[src/rtl/hbg_pkg.sv]
package hbg_pkg;
  typedef enum logic {
    SIDE_LOW  = 1'b0,
    SIDE_HIGH = 1'b1
  } side_e;

  localparam int unsigned HBG_NCH_DEF  = 6;
  localparam int unsigned HBG_NPWM_DEF = 2;
  localparam int unsigned HBG_DTW_DEF  = 4;
endpackage

[src/rtl/hbg_sync.sv]
module hbg_sync #(
  parameter int unsigned W = 2
) (
  input  logic         clk,
  input  logic         rst_n,
  input  logic [W-1:0] async_in,
  output logic [W-1:0] sync_out
);
  logic [W-1:0] meta_q;
  logic [W-1:0] stab_q;

  always_ff @(posedge clk or negedge rst_n) begin
    if (!rst_n) begin
      meta_q <= '0;
      stab_q <= '0;
    end else begin
      meta_q <= async_in;
      stab_q <= meta_q;
    end
  end

  assign sync_out = stab_q;
endmodule

[src/rtl/hbg_leg.sv]
module hbg_leg
  import hbg_pkg::*;
#(
  parameter int unsigned DT_W = 4
) (
  input  logic            clk,
  input  logic            rst_n,
  input  logic            active,
  input  side_e           want_side,
  input  logic [DT_W-1:0] dead_cycles,
  output logic            hs_on,
  output logic            ls_on
);
  logic            drive_q;
  side_e           side_q;
  logic [DT_W-1:0] wait_q;

  always_ff @(posedge clk or negedge rst_n) begin
    if (!rst_n) begin
      drive_q <= 1'b0;
      side_q  <= SIDE_LOW;
      wait_q  <= '0;
    end else if (!active) begin
      if (drive_q) begin
        drive_q <= 1'b0;
        wait_q  <= dead_cycles;
      end else if (wait_q != '0) begin
        wait_q <= wait_q - 1'b1;
      end
    end else if (drive_q) begin
      if (side_q != want_side) begin
        drive_q <= 1'b0;
        wait_q  <= dead_cycles;
      end
    end else if (wait_q == '0) begin
      drive_q <= 1'b1;
      side_q  <= want_side;
    end else begin
      wait_q <= wait_q - 1'b1;
    end
  end

  assign hs_on = drive_q && (side_q == SIDE_HIGH);
  assign ls_on = drive_q && (side_q == SIDE_LOW);
endmodule

[src/rtl/hbg_gate_ctrl.sv]
module hbg_gate_ctrl
  import hbg_pkg::*;
#(
  parameter int unsigned NCH  = HBG_NCH_DEF,
  parameter int unsigned NPWM = HBG_NPWM_DEF,
  parameter int unsigned DT_W = HBG_DTW_DEF
) (
  input  logic            clk,
  input  logic            rst_n,
  input  logic [DT_W-1:0] dead_cycles,
  input  logic [NCH-1:0]  hb_en,
  input  logic [NCH-1:0]  hb_cfg,
  input  logic [NPWM-1:0] pwm_pin,
  input  logic [NCH-1:0]  ch_fault,
  input  logic            supply_lock,
  output logic [NCH-1:0]  hs_gate,
  output logic [NCH-1:0]  ls_gate
);
  logic [NPWM-1:0] pwm_s;
  logic [NCH-1:0]  ext_drive;
  logic [NCH-1:0]  chan_act;

  hbg_sync #(.W(NPWM)) u_pwm_sync (
    .clk      (clk),
    .rst_n    (rst_n),
    .async_in (pwm_pin),
    .sync_out (pwm_s)
  );

  for (genvar g = 0; g < NCH; g++) begin : g_ch
    if (g < NPWM) begin : g_pwm
      assign ext_drive[g] = pwm_s[g];
    end else begin : g_nopwm
      assign ext_drive[g] = 1'b0;
    end

    assign chan_act[g] = (hb_en[g] || ext_drive[g]) && !ch_fault[g] && !supply_lock;

    hbg_leg #(.DT_W(DT_W)) u_leg (
      .clk         (clk),
      .rst_n       (rst_n),
      .active      (chan_act[g]),
      .want_side   (hb_cfg[g] ? SIDE_HIGH : SIDE_LOW),
      .dead_cycles (dead_cycles),
      .hs_on       (hs_gate[g]),
      .ls_on       (ls_gate[g])
    );
  end
endmodule

[config.mk]
export PLATFORM = sky130hd
export DESIGN_NAME = hbg_gate_ctrl
export DESIGN_NICKNAME = d
export VERILOG_FILES = /design/src/rtl/hbg_pkg.sv /design/src/rtl/hbg_sync.sv /design/src/rtl/hbg_leg.sv /design/src/rtl/hbg_gate_ctrl.sv
export SDC_FILE = /design/constraint.sdc
export NUM_CORES = 1
export LEC_CHECK = 0
export CAP_MARGIN = 15
export CORE_ASPECT_RATIO = 0.6
export CORE_UTILIZATION = 50
export CTS_CLUSTER_DIAMETER = 200
export DETAILED_ROUTE_END_ITERATION = 10
export DONT_BUFFER_PORTS = 1
export GPL_ROUTABILITY_DRIVEN = 0
export HOLD_SLACK_MARGIN = 0.08
export SLEW_MARGIN = 20
export SYNTH_ARGS = -nofsm -noshare
export SYNTH_HDL_FRONTEND = slang
export SYNTH_SLANG_ARGS = --single-unit
[constraint.sdc]
create_clock -name clk -period 2.2 [get_ports clk]
set_input_delay 0.22 -clock clk [delete_from_list [all_inputs] [get_ports clk]]
set_output_delay 0.22 -clock clk [all_outputs]
set_load 0.03 [all_outputs]
Word-level counts from Yosys, hierarchy flattened
Cells that the tools add are included.
W data, S select, Z words.
Word-level totals
  flip-flop bits (word level): 40
  output and inout bits: 12
  word-level logic and storage cells: 185
Operators by class
  reduce and logical (&&, ||, !) cells: 63
  add/subtract/negate cells: 6
  multiplexer cells: 66
  eq/ne operators: 18
  bitwise operators: 12
Operator list (number)
  $mux W4: 36
  $ne A3 B3 Y1 const B: 12
  $reduce_and A3 Y1: 12
  $mux W1: 30
  $logic_and A1 B1 Y1: 24
  $logic_not A4 Y1: 6
  $reduce_bool A4 Y1: 6
  $sub A4 B1 Y4 const B: 6
  $reduce_bool A3 Y1: 6
  $not A1 Y1: 12
  $logic_not A1 Y1: 7
  $ne A1 B1 Y1: 6
  $logic_or A1 B1 Y1: 2

Logic depth before layout (Yosys ltp)
  word-level depth: 5
  gate-level depth with buffers: 6

Modules after synthesis
From an unflattened synthesis, not the netlist that was laid out.
Second synthesis, totals
  cells, all modules: 246
  area total of the unflattened synthesis: 2542.4 sq um
Modules (own cells, without submodules)
  hbg_leg: times used 6, seq. area each 150.1 sq um, area an instance 399.1 sq um, cells each 39
  hbg_sync: times used 1, seq. area each 100.1 sq um, area an instance 100.1 sq um, cells each 4
  hbg_gate_ctrl: times used 1, seq. area each 0.0 sq um, area an instance 47.5 sq um, cells each 8

Worst setup path after synthesis
No wires, ideal clock.
  path type: register to register
  start: register g_ch[3].u_leg.wait_q[0]
  end: register g_ch[3].u_leg.wait_q[0]
  period minus slack after synthesis: 1406 ps
  data arrival time: 1332 ps
  cell stages (with the launch flop): 7
  setup slack: 794 ps
  path through: dfrtp_1 -> inv_1 -> ha_1 -> nor4b_4 -> a31o_4 -> mux2_4 -> o21ai_2
On the way
  cells in the longest elaborated chain, start to end: 4
  elaborated cells on any way between the ends: 11
  those cells by class: add/sub (1); eq/ne (1); mux (5); reduce/logical (4)
Ends and longest elaborated chain
  start, declared: RTL line hbg_leg.sv:16  | logic [DT_W-1:0] wait_q;
  start signal, assigned: RTL line hbg_leg.sv:26  | wait_q <= dead_cycles;
  start signal, assigned: RTL line hbg_leg.sv:28  | wait_q <= wait_q - 1'b1;
  start signal, assigned: RTL line hbg_leg.sv:33  | wait_q <= dead_cycles;
  $sub A4 B1 Y4: RTL line hbg_leg.sv:28, hbg_leg.sv:39
  $mux W4, on equally long branches: RTL line hbg_leg.sv:27, hbg_leg.sv:35
  $mux W4, on equally long branches: RTL line hbg_leg.sv:24, hbg_leg.sv:30
  $mux W4: RTL line hbg_leg.sv:23  | end else if (!active) begin
Several ways; a longest one is shown, not always the timed one. The select of a mux whose other input is x is not followed.
A chain may end at the register's enable or synchronous reset.

Worst setup path after layout
  start: register g_ch[0].u_leg.wait_q[1]
  end: register g_ch[0].u_leg.drive_q
On the way
  cells in the longest elaborated chain, start to end: 4
Ends and longest elaborated chain
  start, declared: RTL line hbg_leg.sv:16
  start signal, assigned: RTL line hbg_leg.sv:26
  start signal, assigned: RTL line hbg_leg.sv:28
  start signal, assigned: RTL line hbg_leg.sv:33
  $logic_not A4 Y1: RTL line hbg_leg.sv:35  | end else if (wait_q == '0) begin
  $mux W1: RTL line hbg_leg.sv:35
  $mux W1: RTL line hbg_leg.sv:30  | end else if (drive_q) begin
  $mux W1: RTL line hbg_leg.sv:23
  end signal, assigned: RTL line hbg_leg.sv:25  | drive_q <= 1'b0;
  end signal, assigned: RTL line hbg_leg.sv:32  | drive_q <= 1'b0;
  end signal, assigned: RTL line hbg_leg.sv:36  | drive_q <= 1'b1;
  end, declared: RTL line hbg_leg.sv:14  | logic drive_q;
No other way between the ends.

==> impl_metrics.sql <==
INSERT INTO impl_metrics (metric_group, metric, value, unit) VALUES
('outcome', 'run_status', 'complete, no violations', ''),
('grt', 'globalRouteOverflowTotal', '0', ''),
('cts', 'clk_latency', '290', 'ps'),
('timing', 'setup_viol', '0', ''),
('timing', 'timing.final.ws_setup', '345', 'ps'),
('yosys', 'mappedNetlistNets', '292', ''),
('cts', 'htreeDepth', '2', ''),
('die', 'die_y', '56.7', 'um'),
('yosys', 'cells_after_synth', '253', ''),
('setup_path', 'crit_path_max_fanout', '5', ''),
('layout', 'antenna_cells_inserted', '0', ''),
('cts', 'cts_tree', 'built', ''),
('layout', 'finish.instance_area', '0.00266', 'mm^2'),
('grt', 'via_count_of_the_first_global_routing_pass', '1492', ''),
('route', 'wl_per_cell', '15.0', 'um'),
('cts', 'cts_buffers', '5', ''),
('route', 'firstDrtPassIters', '4', ''),
('cts', 'cts-hold-fix-buffers', '10', ''),
('route', 'wirelength', '4760', 'um'),
('run', 'cap_violations', '0', ''),
('layout', 'layout-area-overhead-vs-synth', '6.83', '%'),
('timing', 'max_slew.worst_pin.slew', '588', 'ps'),
('timing', 'final-hold-violation-count', '0', ''),
('yosys', 'synth_area', '0.00249', 'mm^2'),
('yosys', 'synth_warnings', '0', ''),
('route', 'via_count', '1694', ''),
('setup_path', 'crit_path_start_kind', 'flop', ''),
('yosys', 'unique_masters_post_synth', '45', ''),
('yosys', 'post_synthesis_register_bit_count', '40', ''),
('die', 'io_pins', '39', ''),
('die', 'initial_core_util', '0.532', ''),
('grt', 'grt_max_degree', '41', ''),
('timing', 'achievable-frequency', '539', 'MHz'),
('timing', 'final.period_utilization', '0.843', ''),
('timing', 'rsz0062_at_grt', 'no', ''),
('placed_design', 'placement.setup.worst_slack', '648', 'ps'),
('layout', 'fin_cells', '317', ''),
('setup_path', 'reg2reg_start', 'g_ch[0].u_leg.wait_q[1]$_DFFE_PN0P_', ''),
('yosys', 'synth-edff-count', '0', ''),
('cts', 'cts_post_setup_buffers_inserted', '0', ''),
('layout', 'post_route_cells_drive_above_1_share', '0.114', ''),
('route', 'number_of_violations_reported_at_the_end_of_detailed_routing_iteration_0', '106', ''),
('timing', 'finalMaxSlewViolations', '0', ''),
('cts', 'clock_sinks', '40', ''),
('yosys', 'dominantRegCellSynth', 'dfrtp_1', ''),
('cts', 'clockBufferDepth', '2', ''),
('grt', 'global_route_usage_sum', '0.199', ''),
('yosys', 'syn_avg_cell_area', '9.85', 'um^2'),
('cts', 'cts_resized', '0', ''),
('setup_path', 'worst-r2r-cell-count', '6', ''),
('setup_path', 'reg2reg_slack', '340', 'ps'),
('placed_design', 'placedInstanceArea', '0.00245', 'mm^2'),
('timing', 'fin_worst_hold_slack', '90.0', 'ps'),
('pwr', 'p_leak', '1.21', 'nW'),
('timing', 'setup_tns', '0', 'ps'),
('die', 'row_count', '19', ''),
('grt', 'grt_first_pass_wirelength', '7940', 'um'),
('setup_path', 'crit_end_element', 'flop', ''),
('layout', 'utilization', '0.569', ''),
('layout', 'layout_nets', '293', ''),
('yosys', 'asyncSetResetFlopFracSynth', '1.00', ''),
('hold_path', 'worst_min_delay_path_category', 'input pin to flop', ''),
('pwr', 'power_per_cell_area', '1230', 'mW/mm^2'),
('die', 'die_width', '93.2', 'um'),
('pwr', 'p_total', '3.29', 'mW'),
('setup_path', 'path_class', 'flop to flop', ''),
('placed_design', 'dpl.cell_count', '298', ''),
('setup_path', 'startpoint', 'g_ch[0].u_leg.wait_q[1]$_DFFE_PN0P_', ''),
('yosys', 'seq_area_frac_synth', '0.402', ''),
('timing', 'maxSlewHeadroom', '0.607', ''),
('hold_path', 'timing.hold.worst_path_depth', '1', '');
==> synth_stat cells, types with 2 or more instances <==
master and instances:
dfrtp_1 40, xor2_1 3, a311o_1 2, nor3_1 10, nand3b_1 2, nor2b_1 4
clkbuf_1 5, and2_1 6, mux2i_1 9, mux2_2 6, o21ai_0 10, buf_4 13
a21oi_1 15, ha_1 12, nor4_1 2, nor2_1 21, nand2_1 19, o2bb2ai_1 3
xnor2_1 10, and3_1 3, nand3_1 4, a211o_1 2, nor4b_4 5, a22oi_1 3
inv_1 22, nor3b_2 3
==> kinds of logic (layout without fill, tap and decap cells) <==
family,after synthesis,in the layout,share of synthesized area
AO/OA/AOI/OAI,46,46,0.127
XOR/XNOR,13,13,0.0457
adder cells (fa/ha/maj),12,12,0.0602
buffers and inverters,40,41,0.0798
flip-flops,40,40,0.402
multiplexers,16,16,0.0693
AND/OR/NAND/NOR,86,86,0.217
==> how the worst min path moves through the flow <==
stage                                           to  slack (ps)
3_3_place_gp   g_ch[3].u_leg.wait_q[1]$_DFFE_PN0P_         -70
2_1_floorplan      g_ch[0].u_leg.drive_q$_DFF_PN0_         -80
3_5_place_dp   g_ch[3].u_leg.wait_q[1]$_DFFE_PN0P_         -70
6_report          g_ch[1].u_leg.side_q$_DFFE_PN0P_          90
4_1_cts        g_ch[2].u_leg.wait_q[3]$_DFFE_PN0P_          80
5_1_grt           g_ch[1].u_leg.side_q$_DFFE_PN0P_          80
==> layer usage <==
layer	track usage	wire length, um	up-vias
met1	0.334	2750	780
met2	0.243	1790	37
li1	-	-	873
met4	0.0396	31	0
met3	0.0528	195	4
met5	0	0	-
==> area by class of cell <==
class,count,area (um^2)
multi-input combinational,173,1290
clock inverter,1,5.00
fill,412,2020
timing repair buffer,12,130
tap,63,78.8
clock buffer,6,72.6
inverter,22,82.6
sequential,40,1000
==> report_power, final <==
| group | switching [mW] | internal [mW] | total [mW] |
|---|---|---|---|
| combinational | 0.682 | 0.763 | 1.44 |
| clock | 0.242 | 0.216 | 0.458 |
| sequential | 0.344 | 1.04 | 1.38 |
==> worst max-delay path, cell delays in order, from the launching register on <==
cell and delay, ps:
dfrtp_1 400, inv_1 100, ha_1 150, nor4b_4 310, a21oi_1 70, nor4_1 180
dlygate4sd3_1 580
==> placed cells by master, fill, tap and decap left out, types with 4 or more instances in the layout <==
cell type and instances:
a21oi_1 15, and2_1 6, clkbuf_8 5, dfrtp_1 40
dlygate4sd3_1 11, ha_1 12, inv_1 22, mux2_2 6
mux2i_1 9, nand2_1 19, nand3_1 4, nor2_1 21
nor2b_1 4, nor3_1 10, nor4b_4 5, o21ai_0 10
xnor2_1 10
==> registers in the layout, indices dropped and copies added (netlist names) <==
signal and cells:
g_ch.u_leg.wait_q 24, g_ch.u_leg.drive_q 6, u_pwm_sync.sync_out 2, g_ch.u_leg.side_q 6, u_pwm_sync.meta_q 2
Power figures use the tool's default switching activity.
